--- src/rtl/i2cp_pkg.sv ---
package i2cp_pkg;

    localparam int BYTE_W      = 8;
    localparam int FRAME_BITS  = 9;
    localparam int CNT_W       = $clog2(FRAME_BITS + 1);
    localparam int STRAP0_BIT  = 5;
    localparam int STRAP1_BIT  = 6;

    typedef enum logic [2:0] {
        ST_IDLE,
        ST_ADDR,
        ST_PTR,
        ST_WR,
        ST_RD,
        ST_SKIP
    } port_state_e;

    typedef struct packed {
        logic rise;
        logic fall;
        logic start;
        logic stop;
    } bus_evt_t;

    // Device byte: base with the two straps overlaid in their fixed positions.
    function automatic logic [BYTE_W-1:0] dev_byte(input logic [BYTE_W-1:0] base,
                                                   input logic s1, input logic s0);
        logic [BYTE_W-1:0] b;
        b = base;
        b[STRAP0_BIT] = s0;
        b[STRAP1_BIT] = s1;
        return b;
    endfunction

endpackage

--- src/rtl/i2cp_sync.sv ---
module i2cp_sync #(
    parameter int STAGES = 2
) (
    input  logic clk,
    input  logic rst,
    input  logic d,
    output logic q
);
    logic [STAGES-1:0] chain;

    generate
        for (genvar s = 0; s < STAGES; s++) begin : g_stage
            always_ff @(posedge clk) begin
                if (rst) chain[s] <= 1'b1;
                else     chain[s] <= (s == 0) ? d : chain[(s == 0) ? 0 : s-1];
            end
        end
    endgenerate

    assign q = chain[STAGES-1];
endmodule

--- src/rtl/i2cp_cond.sv ---
module i2cp_cond
    import i2cp_pkg::*;
(
    input  logic     clk,
    input  logic     rst,
    input  logic     scl,
    input  logic     sda,
    output bus_evt_t evt
);
    logic scl_d, sda_d;

    always_ff @(posedge clk) begin
        if (rst) begin
            scl_d <= 1'b1;
            sda_d <= 1'b1;
        end else begin
            scl_d <= scl;
            sda_d <= sda;
        end
    end

    always_comb begin
        evt.rise  = scl & ~scl_d;
        evt.fall  = ~scl & scl_d;
        evt.start = scl & scl_d & sda_d & ~sda;
        evt.stop  = scl & scl_d & ~sda_d & sda;
    end
endmodule

--- src/rtl/i2c_regport.sv ---
module i2c_regport
    import i2cp_pkg::*;
#(
    parameter int                SYNC_STAGES = 2,
    parameter logic [BYTE_W-1:0] BASE_BYTE   = 8'h04
) (
    input  logic              clk,
    input  logic              rst,
    input  logic              scl_i,
    input  logic              sda_i,
    input  logic              strap_a0,
    input  logic              strap_a1,
    output logic              sda_oe,
    output logic              reg_wr_en,
    output logic [BYTE_W-1:0] reg_wr_addr,
    output logic [BYTE_W-1:0] reg_wr_data,
    output logic [BYTE_W-1:0] reg_rd_addr,
    input  logic [BYTE_W-1:0] reg_rd_data
);
    localparam logic [CNT_W-1:0] SLOT_OPEN  = CNT_W'(FRAME_BITS - 1);
    localparam logic [CNT_W-1:0] SLOT_CLOSE = CNT_W'(FRAME_BITS);

    // line index 0 = SCL, 1 = SDA
    logic [1:0] raw_lines, sync_lines;
    assign raw_lines = {sda_i, scl_i};

    generate
        for (genvar g = 0; g < 2; g++) begin : g_line
            i2cp_sync #(.STAGES(SYNC_STAGES)) u_sync (
                .clk (clk),
                .rst (rst),
                .d   (raw_lines[g]),
                .q   (sync_lines[g])
            );
        end
    endgenerate

    bus_evt_t evt;
    i2cp_cond u_cond (
        .clk (clk),
        .rst (rst),
        .scl (sync_lines[0]),
        .sda (sync_lines[1]),
        .evt (evt)
    );

    port_state_e       state;
    logic [CNT_W-1:0]  cnt;
    logic [BYTE_W-1:0] shreg, ptr, my_byte;
    logic              rw, mnack, match;
    logic [2:0]        bidx;

    assign my_byte     = dev_byte(BASE_BYTE, strap_a1, strap_a0);
    assign match       = (shreg[BYTE_W-1:1] == my_byte[BYTE_W-1:1]);
    assign bidx        = 3'd7 - cnt[2:0];
    assign reg_rd_addr = ptr;

    always_ff @(posedge clk) begin
        if (rst) begin
            state       <= ST_IDLE;
            cnt         <= '0;
            shreg       <= '0;
            rw          <= 1'b0;
            mnack       <= 1'b1;
            ptr         <= '0;
            sda_oe      <= 1'b0;
            reg_wr_en   <= 1'b0;
            reg_wr_addr <= '0;
            reg_wr_data <= '0;
        end else begin
            reg_wr_en <= 1'b0;
            if (evt.start) begin
                state  <= ST_ADDR;
                cnt    <= '0;
                sda_oe <= 1'b0;
            end else if (evt.stop) begin
                state  <= ST_IDLE;
                cnt    <= '0;
                sda_oe <= 1'b0;
            end else if (state == ST_IDLE || state == ST_SKIP) begin
                cnt <= cnt;
            end else if (evt.rise) begin
                cnt <= cnt + 1'b1;
                if (cnt < SLOT_OPEN && state != ST_RD)
                    shreg <= {shreg[BYTE_W-2:0], sync_lines[1]};
                if (cnt == SLOT_OPEN)
                    mnack <= sync_lines[1];
            end else if (evt.fall) begin
                if (cnt == SLOT_OPEN) begin
                    case (state)
                        ST_ADDR: begin
                            if (match) begin
                                sda_oe <= 1'b1;
                                rw     <= shreg[0];
                            end else begin
                                state  <= ST_SKIP;
                            end
                        end
                        ST_PTR: begin
                            ptr    <= shreg;
                            sda_oe <= 1'b1;
                        end
                        ST_WR: begin
                            reg_wr_en   <= 1'b1;
                            reg_wr_addr <= ptr;
                            reg_wr_data <= shreg;
                            ptr         <= ptr + 1'b1;
                            sda_oe      <= 1'b1;
                        end
                        ST_RD: begin
                            sda_oe <= 1'b0;
                            ptr    <= ptr + 1'b1;
                        end
                        default: sda_oe <= 1'b0;
                    endcase
                end else if (cnt == SLOT_CLOSE) begin
                    cnt    <= '0;
                    sda_oe <= 1'b0;
                    case (state)
                        ST_ADDR: begin
                            if (rw) begin
                                state  <= ST_RD;
                                shreg  <= reg_rd_data;
                                sda_oe <= ~reg_rd_data[BYTE_W-1];
                            end else begin
                                state  <= ST_PTR;
                            end
                        end
                        ST_PTR: state <= ST_WR;
                        ST_RD: begin
                            if (mnack) begin
                                state  <= ST_SKIP;
                            end else begin
                                shreg  <= reg_rd_data;
                                sda_oe <= ~reg_rd_data[BYTE_W-1];
                            end
                        end
                        default: state <= state;
                    endcase
                end else if (state == ST_RD) begin
                    sda_oe <= ~shreg[bidx];
                end
            end
        end
    end

    // the slave starts pulling SDA low only while SCL is low
    a_r8_pull_scl_low: assert property (@(posedge clk) disable iff (rst)
        $rose(sda_oe) |-> !sync_lines[0]);

    // START restarts address reception with SDA released
    a_r7_start_abort: assert property (@(posedge clk) disable iff (rst)
        evt.start |=> (state == ST_ADDR && !sda_oe));

    // STOP returns to idle with SDA released
    a_r7_stop_idle: assert property (@(posedge clk) disable iff (rst)
        evt.stop |=> (state == ST_IDLE && !sda_oe));

    // an ignored or finished transfer never pulls SDA
    a_r2_skip_quiet: assert property (@(posedge clk) disable iff (rst)
        (state == ST_SKIP) |-> !sda_oe);

    // write strobe lasts one cycle
    a_r3_wr_pulse: assert property (@(posedge clk) disable iff (rst)
        reg_wr_en |=> !reg_wr_en);

    // pointer already stands one past the byte being written
    a_r4_ptr_step: assert property (@(posedge clk) disable iff (rst)
        reg_wr_en |-> (reg_rd_addr == BYTE_W'(reg_wr_addr + 1'b1)));
endmodule

--- config.mk ---
export PLATFORM = sky130hd
export DESIGN_NAME = i2c_regport
export DESIGN_NICKNAME = d
export VERILOG_FILES = /design/src/rtl/i2cp_pkg.sv /design/src/rtl/i2cp_sync.sv /design/src/rtl/i2cp_cond.sv /design/src/rtl/i2c_regport.sv
export SDC_FILE = /design/constraint.sdc
export NUM_CORES = 1
export LEC_CHECK = 0
export ABC_AREA = 1
export BUFFER_PORTS_ARGS = -buffer_cell sky130_fd_sc_hd__buf_2
export CAP_MARGIN = 20
export CORE_MARGIN = 2
export CORE_UTILIZATION = 29
export DETAILED_ROUTE_END_ITERATION = 10
export GPL_ROUTABILITY_DRIVEN = 0
export SLEW_MARGIN = 20
export SYNTH_ARGS = -nofsm -noshare
export SYNTH_HDL_FRONTEND = slang
export SYNTH_HIERARCHICAL = 1
export SYNTH_SLANG_ARGS = --single-unit
--- constraint.sdc ---
create_clock -name clk -period 2.04 [get_ports clk]
set_input_delay 0.306 -clock clk [delete_from_list [all_inputs] [get_ports clk]]
set_output_delay 0.306 -clock clk [all_outputs]
set_load 0.005 [all_outputs]
**Word-level counts from Yosys, hierarchy flattened**

Index checks and enable logic that the tools add are counted.

- Logic and storage cells: 125
- Register bits after elaboration: 49
- Output and inout bits: 26

- Bitwise operators: 19
- Add/subtract/negate cells: 3
- Reduce and logical (&&, ||, !) cells: 26
- Muxes and demuxes: 36
- Order comparisons: 2
- Equality and inequality tests: 22

Operator list:

| operator | count |
|---|---|
| $mux 8 | 7 |
| $pmux 8 s2 | 2 |
| $reduce_and 8->1 | 3 |
| $ne 3x3->1 const B | 7 |
| $mux 3 | 6 |
| $mux 4 | 4 |
| $reduce_and 7->1 | 2 |
| $mux 1 | 13 |
| $not 1->1 | 12 |
| $reduce_bool 3->1 | 4 |
| $reduce_and 10->1 | 1 |
| $reduce_and 5->1 | 2 |
| $pmux 3 s3 | 1 |
| $add 8x1->8 const B | 1 |
| $eq 4x4->1 const B | 2 |
| $reduce_bool 2->1 | 4 |
| $and 1x1->1 | 7 |
| $eq 7x6->1 | 1 |
| $reduce_or 7->1 | 1 |
| $eq 3x2->1 const B | 2 |
| $eq 3x3->1 const B | 2 |
| $ne 5x5->1 const B | 1 |
| $reduce_bool 5->1 | 1 |
| $add 4x1->4 const B | 1 |
| other kinds (17) | 21 |

**Logic depth before layout (Yosys ltp)**

- Depth after elaboration: 9
- Gate-level depth with buffers: 12

**Modules after synthesis**

Netlist, hierarchy kept.

By module, submodules not included:

| module | area an instance (um^2) | cells each | instances |
|---|---|---|---|
| i2c_regport | 2397.3 | 348 | 1 |
| i2cp_sync | 58.8 | 7 | 2 |
| i2cp_cond | 92.6 | 16 | 1 |

**Worst setup path after synthesis**

OpenSTA, ideal clock, no wires.

- Path type: register -> register
- Start point: register cnt[1]
- End point: register shreg[6]
- Arrival: 1365 ps
- Library setup time: 116 ps
- Setup slack: 559 ps
- Cell stages (with the launch flop): 12
- Buffers on the path: 0
- Cell sequence: dfxtp_1 -> inv_1 -> ha_1 -> inv_1 -> nor2_1 -> nand2_2 -> nand2_2 -> nand3_2 -> nor2_4 -> inv_2 -> nor2_1 -> nor2_1

- Word-level cells in the longest chain between the ends: 4

RTL lines:

| item | RTL line | RTL |
|---|---|---|
| start: declaration | i2c_regport.sv:48 | `logic [CNT_W-1:0] cnt;` |
| start signal: assignment | i2c_regport.sv:81 | `cnt <= cnt;` |
| start signal: assignment | i2c_regport.sv:83 | `cnt <= cnt + 1'b1;` |
| $lt 4x4->1 | i2c_regport.sv:84 | `if (cnt < SLOT_OPEN && state != ST_RD)` |
| $logic_and 1x1->1 | i2c_regport.sv:84 |  |
| $ne 2x1->1 (no source line) | -- |  |
| $reduce_and 10->1 (no source line) (*) | -- |  |
| end signal: assignment | i2c_regport.sv:85 | `shreg <= {shreg[BYTE_W-2:0], sync_lines[1]};` |
| end signal: assignment | i2c_regport.sv:123 | `shreg <= reg_rd_data;` |
| end signal: assignment | i2c_regport.sv:134 | `shreg <= reg_rd_data;` |
| end: declaration | i2c_regport.sv:49 | `logic [BYTE_W-1:0] shreg, ptr, my_byte;` |

Every way passes the cells marked *; elsewhere a longest branch is shown, timed or not.
A chain may end at the register's enable or synchronous reset.

**Worst setup path after layout**

- Start point: register cnt[0]
- End point: register shreg[3]

The elaborated chain is that of the path after synthesis.

==> summary.txt <==
Worst setup path
  • WP data required: approximately 2.3 ns
  • Critical Path Most Common Cell: nor2_1
  • CP endpoint kind: register
  • Cells along the critical path: ha_1 > inv_1 > nor2_1 > nand2_2 > nand2_2 > nand3_2 > nor2_4 > inv_2 > nor2_1 > nor2_1
  • Worst Path Class, Setup: reg2reg
  • Startpoint Class: register
  • Critical Path AT: ~2.1 ns
  • Slowest cell on the critical path: dfxtp_1
  • Slowest stage delay, CP: ~0.6 ns
  • Critical Path Fanout Max: 12

Die
  • Chip Width: 98.8 um
  • IO Pins: 40
  • Starting Density: between 20 and 30%
  • Core area: between 8000 and 9000 sq um
  • Die H: approximately 99 um
  • Row count: 34
  • Die area: between 9000 and 10000 sq um

Synth
  • Synthesized Nets: roughly 400
  • Synth Warn #: 6
  • Synth cell count leaders: nand2_1 (81), dfxtp_1 (49), nor2_1 (48), inv_1 (45), o21ai_0 (34)
  • Post-synth top flop: dfxtp_1
  • Largest family of logic cells by synthesized area: simple AND/OR/NAND/NOR gates
  • Compound-Gate Fraction of Synth Area: ~18%
  • Share of the yosys chip area belonging to registers: 37.6%
  • Post-synthesis xor/xnor area fraction: roughly 1.0%
  • Yosys top cell by area: dfxtp_1
  • Adder-cell area share of the yosys netlist: under 10%
  • EDFF count, synth: 0
  • Synth area leaders: dfxtp_1 (38%), nand2_1 (12%), nor2_1 (6.9%)
  • Synth Register Bits: 49
  • Syn Inst Count: 378
  • Synth Area in Simple Gates: roughly 31%
  • Post-synth ARST share: 0%
  • Post-Syn Area: 2610 sq um
  • Most frequent cell after synthesis: nand2_1
  • Synth top area share: 37.6%
  • Distinct cells, synth: 32
  • Proportion of synthesized area in mux cells: 0%
  • Synth Area per Inst: between 6 and 7 sq um

Routing
  • Via count: 2532
  • Routed wire per std cell: approximately 12 um
  • Final WL: 6.39 mm
  • # DRC: 0
  • Detailed Routing Iterations Pass 1: 4
  • ANT nets after route: 0
  • Initial DRC Count: roughly 180
  • Vias per cell: about 4.8

Placed design
  • DP HPWL: roughly 4.8 mm
  • Port Buf Inserts: 39
  • Placed cell area: just under 3000 sq um

Timing
  • Setup Viol. Count Final: 0
  • Clock skew: around 0.0076 ns
  • Maximum clock rate: approximately 540 MHz
  • Setup_tns: 0 ns
  • RSZ-0062 raised after global routing: no
  • Fin crit period: approximately 1.9 ns
  • Fin. max-slew vios: 0
  • Slew headroom: a little under three quarters
  • Final period utilization: between 90% and 100%
  • Measured slew at the worst slew-check pin: 0.433 ns
  • Hold Violations, Final: 0

Clock tree
  • Root Driver: clkbuf_8
  • Postcts setup bufs: 0
  • CTS Buf Count: 5
  • Clock transition at path regs: ~0.1 ns
  • CTS tree: done
  • Clk_lat worst skew: about 0.31 ns
  • CTS Hold Bufs: 0
  • PostCTS Resize Cnt: 0
  • Max clock buf depth: 2
  • # H-tree levels: 2
  • Clock sinks: 49

Global route
  • Largest net degree at the start of global routing: 23
  • Tot GR Track Use: a little over an eighth
  • Gr ovfl total: 0
  • First-pass GRT wire length: between 10 and 15 mm
  • Vias in the first global route: 2289
  • Initial antenna violation count: 0

Final layout
  • Area growth, synth to finish: 14.9%
  • Final core occ: between 30% and 40%
  • Share of cells above drive strength 1: ~20%
  • Ant diodes: 0
  • Post-route cell area: around 3000 sq um
  • Fin nets: 435

Pwr
  • Tot Pwr: 1700 uW
  • Cell Pwr Density: about 570 nW/um^2
  • IR drop worst, VDD: between 0.15 and 0.2 mV
  • Leakage power: 0.00134 uW

Outcome
  • Status: finished clean

Run
  • Max cap viols: 0

Worst hold path
  • Hold/Removal Path Class: in2reg
## cell families after synthesis
kind of cell | count (synthesis)
compound gates | 79
simple gates | 181
flops | 49
xor+xnor | 3
fa+ha+maj | 4
buf+inv | 62
## power breakdown
group	internal (uW)	switching (uW)	leakage, uW
clock network	258	387	0.0000506
registers	962	3.63	0.000396
logic	31.8	55.3	0.000891
total	1250	446	0.00134
## per-stage QoR
| stage | cells | setup WS (ns) | hold slack [ns] |
|---|---|---|---|
| after floorplan | 378 | 0.559 | 0.375 |
| after global placement | 518 | 0.270 | 0.392 |
| after detailed placement | 518 | 0.221 | 0.398 |
| after CTS | 526 | 0.200 | 0.150 |
| after global routing | 526 | 0.00678 | 0.153 |
| final | 526 | 0.187 | 0.155 |
## per-layer routing
| layer | track usage [%] | wire (um) | vias to the layer above |
|---|---|---|---|
| met2 | 21.6 | 2960 | 78 |
| met5 | 0 | 0 | - |
| met4 | 4.53 | 132 | 0 |
| li1 | - | - | 1291 |
| met1 | 17.8 | 2970 | 1152 |
| met3 | 2.70 | 331 | 11 |
## layout by cell type, fill, tap and decap left out, types with 2 or more instances in the layout
cell type / count
nand3b_1: 2
nor2_4: 3
a31oi_1: 4
dfxtp_1: 49
a21oi_1: 13
nand2_2: 6
o21ai_1: 11
nand3_1: 25
nor3_1: 5
buf_2: 39
nor2_1: 48
clkinv_4: 2
nor3b_1: 3
nor2_2: 4
xor2_1: 3
o211ai_1: 3
inv_2: 5
ha_1: 4
buf_12: 2
o21ai_0: 34
clkbuf_8: 5
a21oi_2: 12
inv_1: 45
buf_4: 2
nand2_1: 81
nand4_1: 2
## critical path, delay by kind of cell (launching register included)
family | cells | cell delay (ns)
adders and majority gates | 1 | 0.22
DFF | 1 | 0.60
buffers and inverters | 2 | 0.15
and+or+nand+nor | 7 | 0.80
## area by class of cell
type | instances | area [sq um]
clock buffer | 5 | 68.8
inverter | 51 | 196
multi-input combinational | 267 | 1340
sequential | 49 | 981
tap | 108 | 135
fill | 921 | 5720
clock inverter | 3 | 28.8
timing repair buffer | 43 | 250
## worst paths after layout
path	slack, ns	to	from	depth (start not counted)
max	0.19	shreg[3]	cnt[0]	10
min	0.16	g_line[1].u_sync/chain[0]	sda_i	3
max reg2reg	0.19	shreg[3]	cnt[0]	10
min reg2reg	0.42	g_line[1].u_sync/q	g_line[1].u_sync/chain[0]	2
## state kept, by name, indices dropped and copies added (netlist names)
| signal | flops |
|---|---|
| reg_rd_addr | 8 |
| reg_wr_addr | 8 |
| reg_wr_data | 8 |
| shreg | 8 |
| cnt | 4 |
| state | 3 |
| g_line.u_sync/chain | 2 |
| g_line.u_sync/q | 2 |
| mnack | 1 |
| reg_wr_en | 1 |
| rw | 1 |
| sda_oe | 1 |
| u_cond/scl_d | 1 |
| u_cond/sda_d | 1 |
(Power assumes the default switching activity.)
